## src/rtl/cpk_pkg.sv

```systemverilog
package cpk_pkg;
  localparam int WORD_W    = 32;
  localparam int PLEN_W    = 14;
  localparam int PLEN0_LSB = 16;
  localparam int BIT_LS0   = 30;
  localparam int BIT_LS1   = 14;

  typedef enum logic [1:0] {
    W_ADDR0 = 2'd0,
    W_FLAGS = 2'd1,
    W_ADDR1 = 2'd2
  } word_sel_e;

  typedef enum logic [1:0] {
    ST_IDLE = 2'd0,
    ST_EMIT = 2'd1,
    ST_FIN  = 2'd2
  } pk_state_e;

  function automatic logic [WORD_W-1:0] pack_flags(
    input logic [PLEN_W-1:0] plen0,
    input logic [PLEN_W-1:0] plen1,
    input logic              ls0,
    input logic              ls1
  );
    logic [WORD_W-1:0] f;
    f = '0;
    f[PLEN0_LSB +: PLEN_W] = plen0;
    f[0 +: PLEN_W]         = plen1;
    f[BIT_LS0]             = ls0;
    f[BIT_LS1]             = ls1;
    return f;
  endfunction
endpackage

```

## src/rtl/chunk_walker.sv

```systemverilog
module chunk_walker
  import cpk_pkg::*;
#(
  parameter int LEN_W     = 20,
  parameter int IDX_W     = 3,
  parameter int CNT_W     = 5,
  parameter int CHUNK_MAX = 16256
) (
  input  logic                clk_i,
  input  logic                rst_ni,
  input  logic                load_i,
  input  logic                step_i,
  input  logic [LEN_W-1:0]    len_i,
  input  logic [WORD_W-1:0]   src_i,
  input  logic [WORD_W-1:0]   dst_i,
  input  logic [IDX_W-1:0]    tx_i,
  input  logic [IDX_W-1:0]    rx_cpu_i,
  output logic [WORD_W-1:0]   src_o,
  output logic [WORD_W-1:0]   dst_o,
  output logic [PLEN_W-1:0]   tlen_o,
  output logic                last_o,
  output logic                odd_o,
  output logic [IDX_W-1:0]    tx_idx_o,
  output logic [IDX_W-1:0]    rx_idx_o
);
  localparam logic [LEN_W-1:0]  CHUNK_L = LEN_W'(CHUNK_MAX);
  localparam logic [PLEN_W-1:0] CHUNK_P = PLEN_W'(CHUNK_MAX);

  logic [LEN_W-1:0]  rem_q;
  logic [WORD_W-1:0] src_q, dst_q;
  logic [CNT_W-1:0]  cnt_q;
  logic [IDX_W-1:0]  tx_q, rx_q, rx_base_q;
  logic              act_q;
  logic              big;

  assign big      = rem_q > CHUNK_L;
  assign tlen_o   = big ? CHUNK_P : rem_q[PLEN_W-1:0];
  assign last_o   = !big;
  assign odd_o    = cnt_q[0];
  assign src_o    = src_q;
  assign dst_o    = dst_q;
  assign tx_idx_o = tx_q;
  assign rx_idx_o = rx_q;

  always_ff @(posedge clk_i or negedge rst_ni) begin
    if (!rst_ni) begin
      rem_q     <= '0;
      src_q     <= '0;
      dst_q     <= '0;
      cnt_q     <= '0;
      tx_q      <= '0;
      rx_q      <= '0;
      rx_base_q <= '0;
      act_q     <= 1'b0;
    end else if (load_i) begin
      rem_q     <= len_i;
      src_q     <= src_i;
      dst_q     <= dst_i;
      cnt_q     <= '0;
      tx_q      <= tx_i;
      rx_q      <= rx_cpu_i + IDX_W'(1);
      rx_base_q <= rx_cpu_i + IDX_W'(1);
      act_q     <= 1'b1;
    end else if (step_i) begin
      rem_q <= rem_q - LEN_W'(tlen_o);
      src_q <= src_q + WORD_W'(tlen_o);
      dst_q <= dst_q + WORD_W'(tlen_o);
      cnt_q <= cnt_q + CNT_W'(1);
      rx_q  <= rx_q + IDX_W'(1);
      // tx entry advances once per pair, on the even chunk
      if (!cnt_q[0]) tx_q <= tx_q + IDX_W'(1);
      if (last_o) act_q <= 1'b0;
    end
  end

  a_r2_chunk_bound: assert property (@(posedge clk_i) disable iff (!rst_ni)
    act_q |-> (tlen_o != '0) && (tlen_o <= CHUNK_P));

  a_r6_rx_tracks_chunks: assert property (@(posedge clk_i) disable iff (!rst_ni)
    act_q |-> ((rx_q - rx_base_q) == cnt_q[IDX_W-1:0]));
endmodule

```

## src/rtl/desc_word_gen.sv

```systemverilog
module desc_word_gen
  import cpk_pkg::*;
#(
  parameter int IDX_W     = 3,
  parameter int CHUNK_MAX = 16256
) (
  input  logic [1:0]        step_i,
  input  logic [WORD_W-1:0] src_i,
  input  logic [WORD_W-1:0] dst_i,
  input  logic [PLEN_W-1:0] tlen_i,
  input  logic              last_i,
  input  logic              odd_i,
  input  logic [IDX_W-1:0]  tx_idx_i,
  input  logic [IDX_W-1:0]  rx_idx_i,
  output logic              ring_o,
  output logic [IDX_W-1:0]  idx_o,
  output logic [1:0]        word_o,
  output logic [WORD_W-1:0] data_o
);
  localparam logic [PLEN_W-1:0] CHUNK_P = PLEN_W'(CHUNK_MAX);

  logic [IDX_W-1:0] tx_ent;

  // odd chunk fills the entry the even chunk already stepped past
  assign tx_ent = odd_i ? tx_idx_i - IDX_W'(1) : tx_idx_i;

  always_comb begin
    ring_o = 1'b0;
    idx_o  = tx_ent;
    word_o = W_ADDR0;
    data_o = src_i;
    unique case (step_i)
      2'd0: begin
        word_o = odd_i ? W_ADDR1 : W_ADDR0;
      end
      2'd1: begin
        word_o = W_FLAGS;
        data_o = odd_i ? pack_flags(CHUNK_P, tlen_i, 1'b0, last_i)
                       : pack_flags(tlen_i, '0, last_i, 1'b0);
      end
      2'd2: begin
        ring_o = 1'b1;
        idx_o  = rx_idx_i;
        data_o = dst_i;
      end
      default: begin
        ring_o = 1'b1;
        idx_o  = rx_idx_i;
        word_o = W_FLAGS;
        data_o = pack_flags(tlen_i, '0, 1'b0, 1'b0);
      end
    endcase
  end
endmodule

```

## src/rtl/copy_desc_packer.sv

```systemverilog
module copy_desc_packer
  import cpk_pkg::*;
#(
  parameter int LEN_W      = 20,
  parameter int RING_DEPTH = 8,
  parameter int CHUNK_MAX  = 16256,
  parameter int MAX_CHUNKS = 16
) (
  input  logic                          clk_i,
  input  logic                          rst_ni,
  input  logic                          req_valid_i,
  output logic                          req_ready_o,
  input  logic [31:0]                   req_src_i,
  input  logic [31:0]                   req_dst_i,
  input  logic [LEN_W-1:0]              req_len_i,
  input  logic [$clog2(RING_DEPTH)-1:0] tx_idx_i,
  input  logic [$clog2(RING_DEPTH)-1:0] rx_cpu_idx_i,
  output logic                          wr_valid_o,
  output logic                          wr_ring_o,
  output logic [$clog2(RING_DEPTH)-1:0] wr_idx_o,
  output logic [1:0]                    wr_word_o,
  output logic [31:0]                   wr_data_o,
  output logic                          ctx_wr_o,
  output logic [$clog2(RING_DEPTH)-1:0] ctx_idx_o,
  output logic                          done_o,
  output logic                          err_o
);
  localparam int IDX_W = $clog2(RING_DEPTH);
  localparam int CNT_W = $clog2(MAX_CHUNKS) + 1;
  localparam longint unsigned MAX_TOTAL = longint'(MAX_CHUNKS) * longint'(CHUNK_MAX);

  pk_state_e        state_q;
  logic [1:0]       step_q;
  logic             err_q;
  logic             accept, bad, load, adv;
  logic [WORD_W-1:0] w_src, w_dst;
  logic [PLEN_W-1:0] w_tlen;
  logic             w_last, w_odd;
  logic [IDX_W-1:0] w_tx, w_rx;

  assign req_ready_o = (state_q == ST_IDLE);
  assign accept      = req_valid_i && req_ready_o;
  assign bad         = (req_len_i == '0) || (64'(req_len_i) > 64'(MAX_TOTAL));
  assign load        = accept && !bad;
  assign adv         = (state_q == ST_EMIT) && (step_q == 2'd3);

  always_ff @(posedge clk_i or negedge rst_ni) begin
    if (!rst_ni) begin
      state_q <= ST_IDLE;
      step_q  <= '0;
      err_q   <= 1'b0;
    end else begin
      err_q <= accept && bad;
      unique case (state_q)
        ST_IDLE: begin
          step_q <= '0;
          if (load) state_q <= ST_EMIT;
        end
        ST_EMIT: begin
          step_q <= step_q + 2'd1;
          if (adv && w_last) state_q <= ST_FIN;
        end
        default: state_q <= ST_IDLE;
      endcase
    end
  end

  chunk_walker #(
    .LEN_W(LEN_W), .IDX_W(IDX_W), .CNT_W(CNT_W), .CHUNK_MAX(CHUNK_MAX)
  ) u_walk (
    .clk_i    (clk_i),
    .rst_ni   (rst_ni),
    .load_i   (load),
    .step_i   (adv),
    .len_i    (req_len_i),
    .src_i    (req_src_i),
    .dst_i    (req_dst_i),
    .tx_i     (tx_idx_i),
    .rx_cpu_i (rx_cpu_idx_i),
    .src_o    (w_src),
    .dst_o    (w_dst),
    .tlen_o   (w_tlen),
    .last_o   (w_last),
    .odd_o    (w_odd),
    .tx_idx_o (w_tx),
    .rx_idx_o (w_rx)
  );

  desc_word_gen #(
    .IDX_W(IDX_W), .CHUNK_MAX(CHUNK_MAX)
  ) u_word (
    .step_i   (step_q),
    .src_i    (w_src),
    .dst_i    (w_dst),
    .tlen_i   (w_tlen),
    .last_i   (w_last),
    .odd_i    (w_odd),
    .tx_idx_i (w_tx),
    .rx_idx_i (w_rx),
    .ring_o   (wr_ring_o),
    .idx_o    (wr_idx_o),
    .word_o   (wr_word_o),
    .data_o   (wr_data_o)
  );

  assign wr_valid_o = (state_q == ST_EMIT);
  assign ctx_wr_o   = (state_q == ST_FIN);
  assign done_o     = (state_q == ST_FIN);
  assign ctx_idx_o  = w_tx;
  assign err_o      = err_q;

  a_r11_busy_not_ready: assert property (@(posedge clk_i) disable iff (!rst_ni)
    wr_valid_o |-> !req_ready_o);

  a_r8_ctx_after_rx_flags: assert property (@(posedge clk_i) disable iff (!rst_ni)
    ctx_wr_o |-> $past(wr_valid_o) && $past(wr_ring_o) && ($past(wr_word_o) == 2'd1));

  a_r9_err_no_write: assert property (@(posedge clk_i) disable iff (!rst_ni)
    err_o |-> !wr_valid_o && !done_o);

  a_r8_single_done: assert property (@(posedge clk_i) disable iff (!rst_ni)
    done_o |=> !done_o);
endmodule

```

## config.mk

```make
export PLATFORM = sky130hd
export DESIGN_NAME = copy_desc_packer
export DESIGN_NICKNAME = d
export VERILOG_FILES = /design/src/rtl/cpk_pkg.sv /design/src/rtl/chunk_walker.sv /design/src/rtl/desc_word_gen.sv /design/src/rtl/copy_desc_packer.sv
export SDC_FILE = /design/constraint.sdc
export NUM_CORES = 1
export LEC_CHECK = 0
export BUFFER_PORTS_ARGS = -buffer_cell sky130_fd_sc_hd__buf_2
export CAP_MARGIN = 5
export CORE_MARGIN = 2
export CORE_UTILIZATION = 60
export DETAILED_ROUTE_END_ITERATION = 8
export PLACE_DENSITY = 0.83
export SLEW_MARGIN = 10
export SYNTH_ARGS = -nofsm -noshare
export SYNTH_HDL_FRONTEND = slang
export SYNTH_HIERARCHICAL = 1
export SYNTH_SLANG_ARGS = --single-unit
```

## constraint.sdc

```tcl
create_clock -name clk_i -period 8.5 [get_ports clk_i]
set_clock_uncertainty 0.2 [all_clocks]
set_input_delay 1.7 -clock clk_i [delete_from_list [all_inputs] [get_ports clk_i]]
set_output_delay 1.7 -clock clk_i [all_outputs]
set_load 0.01 [all_outputs]
```

* After elaboration in Yosys (flattened, before gate mapping)
Index checks and enable logic that the tools add are counted.
** Word-level totals
- Register bits after elaboration :: 100
- Bits in latches :: 0
- RAM bits :: 0
- ROM bits :: 0
- Output and inout bits :: 46
- Word-level logic and storage cells :: 69
- Memories kept :: 0
** Cells by class
- Add/subtract/negate cells :: 9
- Multipliers :: 0
- Divide/modulo/power cells :: 0
- $lt $le $gt $ge :: 2
- Equal/unequal tests :: 8
- Shift-type cells :: 0
- Mux-type cells :: 25
- Bitwise operators :: 0
- Reductions and logical operators :: 16
** Operators with widths (count)
- two-way mux 32 bit :: 4
- one-hot mux 32 bit (3 select lines) :: 1
- adder 32 x 14 -> 32 bit :: 2
- two-way mux 20 bit :: 2
- two-way mux 31 bit :: 1
- two-way mux 3 bit :: 7
- greater-than comparator 20 x 14 -> 1 bit, second input constant :: 1
- greater-than comparator 20 x 18 -> 1 bit, second input constant :: 1
- zero test 20 bit :: 1
- subtractor 20 x 14 -> 20 bit :: 1
- two-way mux 14 bit :: 1
- one-hot mux 2 bit (2 select lines) :: 3
- two-way mux 5 bit :: 2
- adder 3 x 1 -> 3 bit, second input constant :: 3
- equality test 2 bit, second input constant :: 3
- two-way mux 2 bit :: 3
- adder 5 x 1 -> 5 bit, second input constant :: 1
- logical AND 1 bit :: 5
- equality test 2 x 1 -> 1 bit, second input constant :: 2
- zero test 2 bit :: 2
- inequality test 2 x 1 -> 1 bit, second input constant :: 2
- AND reduction 2 bit :: 2
- nonzero test 2 bit :: 2
- subtractor 3 x 1 -> 3 bit, second input constant :: 1
- other kinds (6) :: 7

* Longest topological paths before layout
Gate-level depths: netlist of run 1.
- Word-level depth :: 6
- Depth in mapped cells :: 15

* Cells and area by module
The synthesis of run 1 kept the hierarchy.
** By module, submodules not included
- chunk_walker :: instances 1, cells an instance 738, area each 6312.3 µm², sequential area each 2277.2 µm²
- desc_word_gen :: instances 1, cells an instance 131, area each 759.5 µm², sequential area each 0.0 µm²
- copy_desc_packer :: instances 1, cells an instance 31, area each 304.0 µm², sequential area each 125.1 µm²

* Worst setup path before layout of run 1
No wires, ideal clock.
- Kind :: input to register
- From :: input port req_len_i[2]
- To :: register u_walk.rx_q[1] (netlist: u_walk/rx_idx_o[1])
- Library setup time :: 125 ps
- Data arrival time :: 4036 ps
- Required time :: 8175 ps
- Path slack :: 4139 ps
- Cell stages on the path :: 10
- Cells stage by stage :: nor4_2 nand3_1 mux2i_1 nor2_1 clkbuf_1 buf_1 buf_1 mux2_2 ha_1 mux2_2
** Between the ends
- Cells in the longest elaborated chain, start to end :: 5
- Elaborated cells between the ends (all ways) :: 7
- Classes of those cells :: order compare: 1; mux: 1; reduce/logical: 5
** Ends and longest elaborated chain
- start: declaration :: line copy_desc_packer.sv:15 : input logic [LEN_W-1:0] req_len_i,
- greater-than comparator 20 x 18 -> 1 bit / zero test 20 bit (equally long branches) :: line copy_desc_packer.sv:43 : assign bad = (req_len_i == '0) || (64'(req_len_i) > 64'(MAX_TOTAL));
- logical OR 1 bit (*) :: line copy_desc_packer.sv:43
- zero test 1 bit (*) :: line copy_desc_packer.sv:44 : assign load = accept && !bad;
- logical AND 1 bit (*) :: line copy_desc_packer.sv:44
- net load :: line copy_desc_packer.sv:35 : logic accept, bad, load, adv;
- two-way mux 3 bit / nonzero test 2 bit (equally long branches)
- end signal: assignment :: line chunk_walker.sv:61 : rx_q <= rx_cpu_i + IDX_W'(1);
- end signal: assignment :: line chunk_walker.sv:69 : rx_q <= rx_q + IDX_W'(1);
- end: declaration :: line chunk_walker.sv:32 : logic [IDX_W-1:0] tx_q, rx_q, rx_base_q;
The timed path passes the listed nets; every way through them passes the cells marked *.
A chain may end at the register's enable or synchronous reset.

* Final worst setup path of run 1
- From :: register u_walk.rem_q[16]
- To :: output port wr_data_o[17]
** Between the ends
- Cells in the longest elaborated chain, start to end :: 4
** Ends and longest elaborated chain
- start: declaration :: line chunk_walker.sv:29 : logic [LEN_W-1:0] rem_q;
- start signal: assignment :: line chunk_walker.sv:56 : rem_q <= len_i;
- start signal: assignment :: line chunk_walker.sv:65 : rem_q <= rem_q - LEN_W'(tlen_o);
- greater-than comparator 20 x 14 -> 1 bit (*) :: line chunk_walker.sv:36 : assign big = rem_q > CHUNK_L;
- two-way mux 14 bit (*) :: line chunk_walker.sv:37 : assign tlen_o = big ? CHUNK_P : rem_q[PLEN_W-1:0];
- net w_tlen[1] :: line copy_desc_packer.sv:37 : logic [PLEN_W-1:0] w_tlen;
- two-way mux 31 bit :: line desc_word_gen.sv:38 : data_o = odd_i ? pack_flags(CHUNK_P, tlen_i, 1'b0, last_i)
- one-hot mux 32 bit (3 select lines) (*) :: line desc_word_gen.sv:32 : unique case (step_i)
- end: declaration :: line copy_desc_packer.sv:22 : output logic [31:0] wr_data_o,
Marks and branches as above.

==> run summary, run 1 <==
status: finished clean
most utilized layer in the global route result: met2
antenna cells: 0
crit start category: flop
htree depth: 3
drt via density: 6.30
clk_lat worst skew: 0.36 ns
Pwr Density: 108 nW/um^2
post-synthesis mux area share: 0.0450
final WL: 21100 um
Synth Area in Simple Gates: 0.214
Post-Synth XOR/XNOR Area: 0.0712
post-DR wirelength/cell: 18.2 um
GRT Resource Usage Total: 0.324
synth warn: 6
fin worst setup slack: 2.87 ns
ys async rst share: 1.00
post-CTS setup buffers: 0
most used flip-flop cell after synthesis: dfrtp_1
Leak Pwr: 3.29 nW
Final period util: 0.662
TritonCTS clock tree: yes
clk buf depth: 2
die area: 13200 um^2
Mapped Cells: 900
critical path peak fanout: 11
sequential area share after synthesis: 0.326
routed vias: 7281
Synth area leaders: dfrtp_1 33%, o21ai_0 7.1%, nand2_1 6.8%, ha_1 5.6%, a21oi_1 4.7%
die height: 115 um
most used standard cells in the synthesized netlist: 134 x nand2_1, 104 x o21ai_0, 96 x dfrtp_1
post-synth cell types: 70
fmax: 0.178 GHz
max_cap viols: 0
largest family of logic cells by synthesized area: compound AO/OA/AOI/OAI gates
DRC: 0
cts bufs inserted: 9
Worst Hold Class: flop to flop
post-cts sizing count: 0
GRT overflow: 0
Area growth, synth to finish: 13.3%
Syn Nets: 1028
die width: 115 um
layout filler cell count: 1044
Starting Density: 0.614
leading area contributor after synthesis: dfrtp_1
layout cells sized above 1: 0.191
row cnt: 40
RSZ-0062 raised after global routing: false
Final #Nets: 1132
adder-cell share of the synthesized area: 0.0614
root buf cell: clkbuf_16
count leader, synth: nand2_1
vias in the first global route: 6672
initial antenna violation count: 0
antenna viol nets, final: 0
IO buf count: 138
Yosys reg bits: 96
hpwl dp: 15100 um
maximum vdd drop: 116 uV
minimum clock period: 5.63 ns
Post-Syn Area: 7380 um^2
grt met2 use: 0.515
final setup fails: 0
first-pass GRT wire length: 33600 um
Hold Fails Final Rpt: 0
sequential cell area: 2400 um^2
largest net degree at the start of global routing: 122
Worst Tran Pin Value: 1.16 ns
Post-synth EDFFs: 0
endpoint class of the critical path: output pin
max_slew headroom: 0.224
crit path kind: flop to output pin
post-synth top area share: 0.326
Compound-Gate Fraction of Synth Area: 0.242
fin util: 0.696
setup TNS: 0 ns
clk sinks: 96
Multi-input gate area: 4690 um^2
Slew Limit Fails: 0
met1 GRT Util: 0.441
GPL Wtd Cong: 0.982
initial DRC count: 678
WP data required: 6.60 ns
register clock-pin slew on the reported worst setup and hold paths: 0.07 ns
pre-CTS setup slack: 3.43 ns
TritonRoute pass-1 iters: 5
core area: 12000 um^2
Worst Path Arrival: 3.73 ns
Post-Syn Area per Cell: 8.20 um^2
num ports: 139
Hold Buf Count CTS: 0
met3 usage: 0.0654
[power breakdown]
| part | internal [mW] | switching, mW | leakage [nW] |
|---|---|---|---|
| Sequential | 0.462 | 0.00871 | 1.06 |
| Clock | 0.200 | 0.181 | 0.131 |
| Combinational | 0.0246 | 0.0295 | 2.10 |
[stage by stage]
step	area (um^2)	total power, mW	hold slack [ns]	instances
after detailed placement	8090	0.534	0.342	1140
after global placement	8090	0.533	0.321	1140
after floorplan	7380	0.497	0.294	900
final	8360	0.906	0.355	1156
after CTS	8360	0.914	0.360	1156
after global routing	8360	0.940	0.381	1156
[layout make-up]
class | instances | area share
Sequential cell | 96 | 0.288
Tap cell | 147 | 0.0220
Timing Repair Buffer | 144 | 0.0898
Clock buffer | 12 | 0.0283
Multi-Input combinational cell | 737 | 0.561
Clock inverter | 4 | 0.00374
Inverter | 16 | 0.00719
[registers in the layout, summed over array words and instances (netlist names)]
name	flops
step_q	2
u_walk/rem_q	20
u_walk/dst_o	32
u_walk/src_o	32
u_walk/cnt_q	1
u_walk/rx_idx_o	3
err_o	1
u_walk/tx_idx_o	3
state_q	2
[worst paths after layout]
path	from	endpoint	slack (ns)	cells past startpoint
worst max-delay path	u_walk/rem_q[16]	wr_data_o[17]	2.87	7
worst min-delay path	u_walk/src_o[9]	u_walk/src_o[9]	0.35	2
worst max register to register	u_walk/rem_q[16]	u_walk/src_o[17]	3.21	13
worst min register to register	u_walk/src_o[9]	u_walk/src_o[9]	0.35	2
max in group asynchronous	rst_ni	u_walk/src_o[5]	5.81	2
min in group asynchronous	rst_ni	u_walk/dst_o[1]	1.06	1
[kinds of logic after synthesis]
| group | Yosys count |
|---|---|
| mux | 32 |
| fa+ha+maj | 35 |
| buf+inv | 67 |
| other cells | 1 |
| compound gates | 288 |
| simple gates | 321 |
| xor+xnor | 60 |
| flops | 96 |
[cell usage in the layout, fill, tap and decap left out, types with 11 or more instances in the layout]
cell	instances
mux2i_1	23
o21ai_1	12
xnor2_1	36
nand3_1	17
a22oi_1	19
inv_1	13
xor2_1	24
ha_1	33
nor3_1	17
dfrtp_1	96
nand2_1	134
a21oi_1	69
buf_2	137
and2_1	12
and3_1	17
o21ai_0	104
nor2b_1	11
nand2b_1	15
nor2_1	47
nand4_1	18
[worst max-delay path, stage by stage (launching register included)]
cell     delay, ns
dfrtp_1       0.41
or4_4         0.56
nor3_1        0.89
o21ai_2       0.32
nor2_1        0.65
o22ai_1       0.20
a21oi_1       0.18
buf_2         0.16
[layer usage]
layer | wire (um) | up-vias | share of wire
met3 | 1580 | 53 | 0.075
met1 | 9050 | 3431 | 0.43
met4 | 716 | 0 | 0.034
li1 | - | 3463 | -
met2 | 9750 | 334 | 0.46
met5 | 0 | - | 0
No activity file was read; power rests on OpenSTA's default activity.
==> run 2, diff against run 1 <==
--- a/config.mk
+++ b/config.mk
@@ -5,12 +5,13 @@
 export SDC_FILE = /design/constraint.sdc
 export NUM_CORES = 1
 export LEC_CHECK = 0
+export ABC_AREA = 1
 export BUFFER_PORTS_ARGS = -buffer_cell sky130_fd_sc_hd__buf_2
 export CAP_MARGIN = 5
 export CORE_MARGIN = 2
-export CORE_UTILIZATION = 60
+export CORE_UTILIZATION = 52
 export DETAILED_ROUTE_END_ITERATION = 8
-export PLACE_DENSITY = 0.83
+export PLACE_DENSITY = 0.76
 export SLEW_MARGIN = 10
 export SYNTH_ARGS = -nofsm -noshare
 export SYNTH_HDL_FRONTEND = slang
==> constraint.sdc (replaced) <==
create_clock -name clk_i -period 5 [get_ports clk_i]
set_clock_uncertainty 0.2 [all_clocks]
set_input_delay 1 -clock clk_i [delete_from_list [all_inputs] [get_ports clk_i]]
set_output_delay 1 -clock clk_i [all_outputs]
set_load 0.01 [all_outputs]
==> run summary, run 2 <==
status: finished clean
Yosys reg bits: 96 (unchanged)
core area: 15200 um^2 (+27%)
Hold Buf Count CTS: 0 (unchanged)
Final #Nets: 1478 (+31%)
endpoint class of the critical path: output pin
Hold Fails Final Rpt: 0 (unchanged)
IO buf count: 138 (unchanged)
most used flip-flop cell after synthesis: dfrtp_1
crit path kind: flop to output pin
Worst Path Arrival: 2.56 ns (-1.17 ns)
Compound-Gate Fraction of Synth Area: 0.165 (-0.0771)
leading area contributor after synthesis: dfrtp_1
WP data required: 3.80 ns (-2.80 ns)
num ports: 139 (unchanged)
post-cts sizing count: 0 (unchanged)
Post-synth EDFFs: 0 (unchanged)
ys async rst share: 1.00 (unchanged)
hpwl dp: 19600 um (+29%)
setup TNS: 0 ns (unchanged)
layout cells sized above 1: 0.145 (-0.0466)
final setup fails: 0 (unchanged)
GRT overflow: 0 (unchanged)
Slew Limit Fails: 0 (unchanged)
htree depth: 3 (unchanged)
initial antenna violation count: 0 (unchanged)
largest family of logic cells by synthesized area: simple AND/OR/NAND/NOR gates
post-CTS setup buffers: 0 (unchanged)
WHS: 0.315 ns (-0.0400 ns)
Post-Syn Area: 8090 um^2 (+9.6%)
most used standard cells in the synthesized netlist: 411 x nand2_1, 140 x nand3_1, 116 x inv_1
antenna viol nets, final: 0 (unchanged)
TritonCTS clock tree: yes
post-synthesis mux area share: 0 (-0.0450)
Post-Syn Area per Cell: 6.53 um^2 (-20%)
Post-Synth XOR/XNOR Area: 0.0260 (-0.0452)
post-synth cell types: 56 (-20%)
dpl cell area: 8900 um^2 (+10%)
root buf cell: clkbuf_16
layout filler cell count: 1458 (+40%)
pre-CTS setup slack: 1.12 ns (-2.30 ns)
clk_lat worst skew: 0.36 ns (about the same)
crit path cell chain: inv_1 -> nand2_1 -> nor2_1 -> nand2_1 -> nand2_1 -> nand2_4 -> inv_2 -> nand2_1 -> inv_1 -> nand2_1 -> nand2_1 -> nand4_1 -> buf_2
Syn Nets: 1366 (+33%)
fmax: 0.266 GHz
sequential area share after synthesis: 0.297 (-0.0286)
critical path peak fanout: 27 (+16)
first-pass GRT wire length: 42600 um (+27%)
DRC: 0 (unchanged)
GPL Wtd Cong: 0.980 (-0.12%)
Synth Area in Simple Gates: 0.373 (+0.159)
CP most frequent cell: nand2_1
Final Cell Area: 9230 um^2 (+10%)
max_cap viols: 0 (unchanged)
post-synth top area share: 0.297 (-0.0286)
crit start category: flop
synth warn: 6 (unchanged)
die width: 129 um (+12%)
maximum vdd drop: 187 uV (+61%)
Leak Pwr: 4.68 nW (+42%)
minimum clock period: 3.76 ns
clk buf depth: 2 (unchanged)
post-DR wirelength/cell: 17.2 um (-5.7%)
TritonRoute pass-1 iters: 5 (unchanged)
register clock-pin slew on the reported worst setup and hold paths: 0.07 ns (about the same)
die area: 16600 um^2 (+26%)
cts bufs inserted: 9 (unchanged)
fin worst setup slack: 1.24 ns (-1.63 ns)
Mapped Cells: 1238 (+38%)
commonest non-fill, non-tap cells in the layout: 411 x nand2_1, 140 x nand3_1, 137 x buf_2
Worst Hold Class: flop to flop
Critical Path Slowest Stage Cell: dfrtp_1
clk sinks: 96 (unchanged)
drt via density: 5.84 (-7.3%)
final WL: 26600 um (+26%)
initial DRC count: 734 (+8.3%)
Synth area leaders: dfrtp_1 30%, nand2_1 19%, nand3_1 8.7%, inv_1 5.4%, ha_1 5.1%
most common cell after layout, fill and taps aside: nand2_1
largest net degree at the start of global routing: 85 (-30%)
GRT Resource Usage Total: 0.326 (+0.00200)
Pwr Density: 183 nW/um^2 (+69%)
fin util: 0.607 (-0.0888)
Starting Density: 0.532 (-0.0822)
die height: 129 um (+12%)
RSZ-0062 raised after global routing: false
vias in the first global route: 8294 (+24%)
CP max stage delay: 0.43 ns (-0.46 ns)
routed vias: 9010 (+24%)
Worst Tran Pin Value: 1.09 ns (-0.0660 ns)
max_slew headroom: 0.272 (+0.0482)
Area growth, synth to finish: 14.1%
count leader, synth: nand2_1
adder-cell share of the synthesized area: 0.0560 (-0.00539)
row cnt: 45 (+13%)
Final period util: 0.753
antenna cells: 0 (unchanged)
-- run 2: cell count changes after synthesis, moves of 16 or more --
cell and change:
inv_1 +103, a22oi_1 +34, and3_1 -16, o21ai_0 -65, mux2i_1 -23, a21oi_1 -28, nand2_1 +277, xnor2_1 -22
nand3_1 +123, nor2_1 +44
-- run 2: logic make-up (layout without fill, tap and decap cells) --
kind of cell / Yosys count / count (layout)
and+or+nand+nor: 704 / 704
AOI/OAI and AO/OA: 209 / 209
buffers and inverters: 169 / 286
DFF: 96 / 96
adders and majority gates: 35 / 35
xor gates and xnor gates: 24 / 24
other: 1 / 1
-- run 2: area by class of cell --
class / count / area [um^2] / share of cell area
tap: 188 / 235 / 0.0255
inverter: 124 / 465 / 0.0505
clock buffer: 10 / 229 / 0.0248
multi-input combinational: 973 / 5030 / 0.546
timing repair buffer: 146 / 766 / 0.0830
sequential: 96 / 2400 / 0.260
clock inverter: 6 / 92.6 / 0.0100
-- run 2: routing by layer --
layer,routed length (um),GRT usage,part of all wire,vias to the layer above
met4,722,0.114,0.027,0
li1,-,-,-,4348
met3,2040,0.0428,0.077,51
met2,12600,0.539,0.47,382
met5,0,0,0,-
met1,11200,0.441,0.42,4229
-- run 2: path summary, 6_finish.rpt --
| kind | from | endpoint | slack [ns] | cells after the start |
|---|---|---|---|---|
| min reg2reg | u_walk/rx_idx_o[0] | u_walk/rx_idx_o[0] | 0.31 | 2 |
| max in group asynchronous | rst_ni | u_walk/src_o[19] | 3.08 | 2 |
| max | u_walk/rem_q[1] | wr_data_o[23] | 1.24 | 13 |
| min in group asynchronous | rst_ni | u_walk/tx_idx_o[0] | 0.54 | 1 |
| min | u_walk/rx_idx_o[0] | u_walk/rx_idx_o[0] | 0.31 | 2 |
| max reg2reg | u_walk/rem_q[1] | u_walk/dst_o[28] | 1.30 | 20 |
-- run 2: stage by stage --
stage / cells / power, mW
after detailed placement: 1527 / 0.922
final: 1543 / 1.69
after CTS: 1543 / 1.70
after global routing: 1543 / 1.75
after global placement: 1527 / 0.919
after floorplan: 1238 / 0.852
-- run 2: power breakdown --
part,internal (mW),switching [mW],total (mW)
Combinational,0.0476,0.0623,0.110
Clock,0.442,0.343,0.786
Sequential,0.784,0.0129,0.797
-- run 2: worst max-delay path: cells and delay by family (launching register included) --
family                 cells  cell delay, ns
and+or+nand+nor            9            1.11
DFF                        1            0.43
buffers and inverters      4            0.66
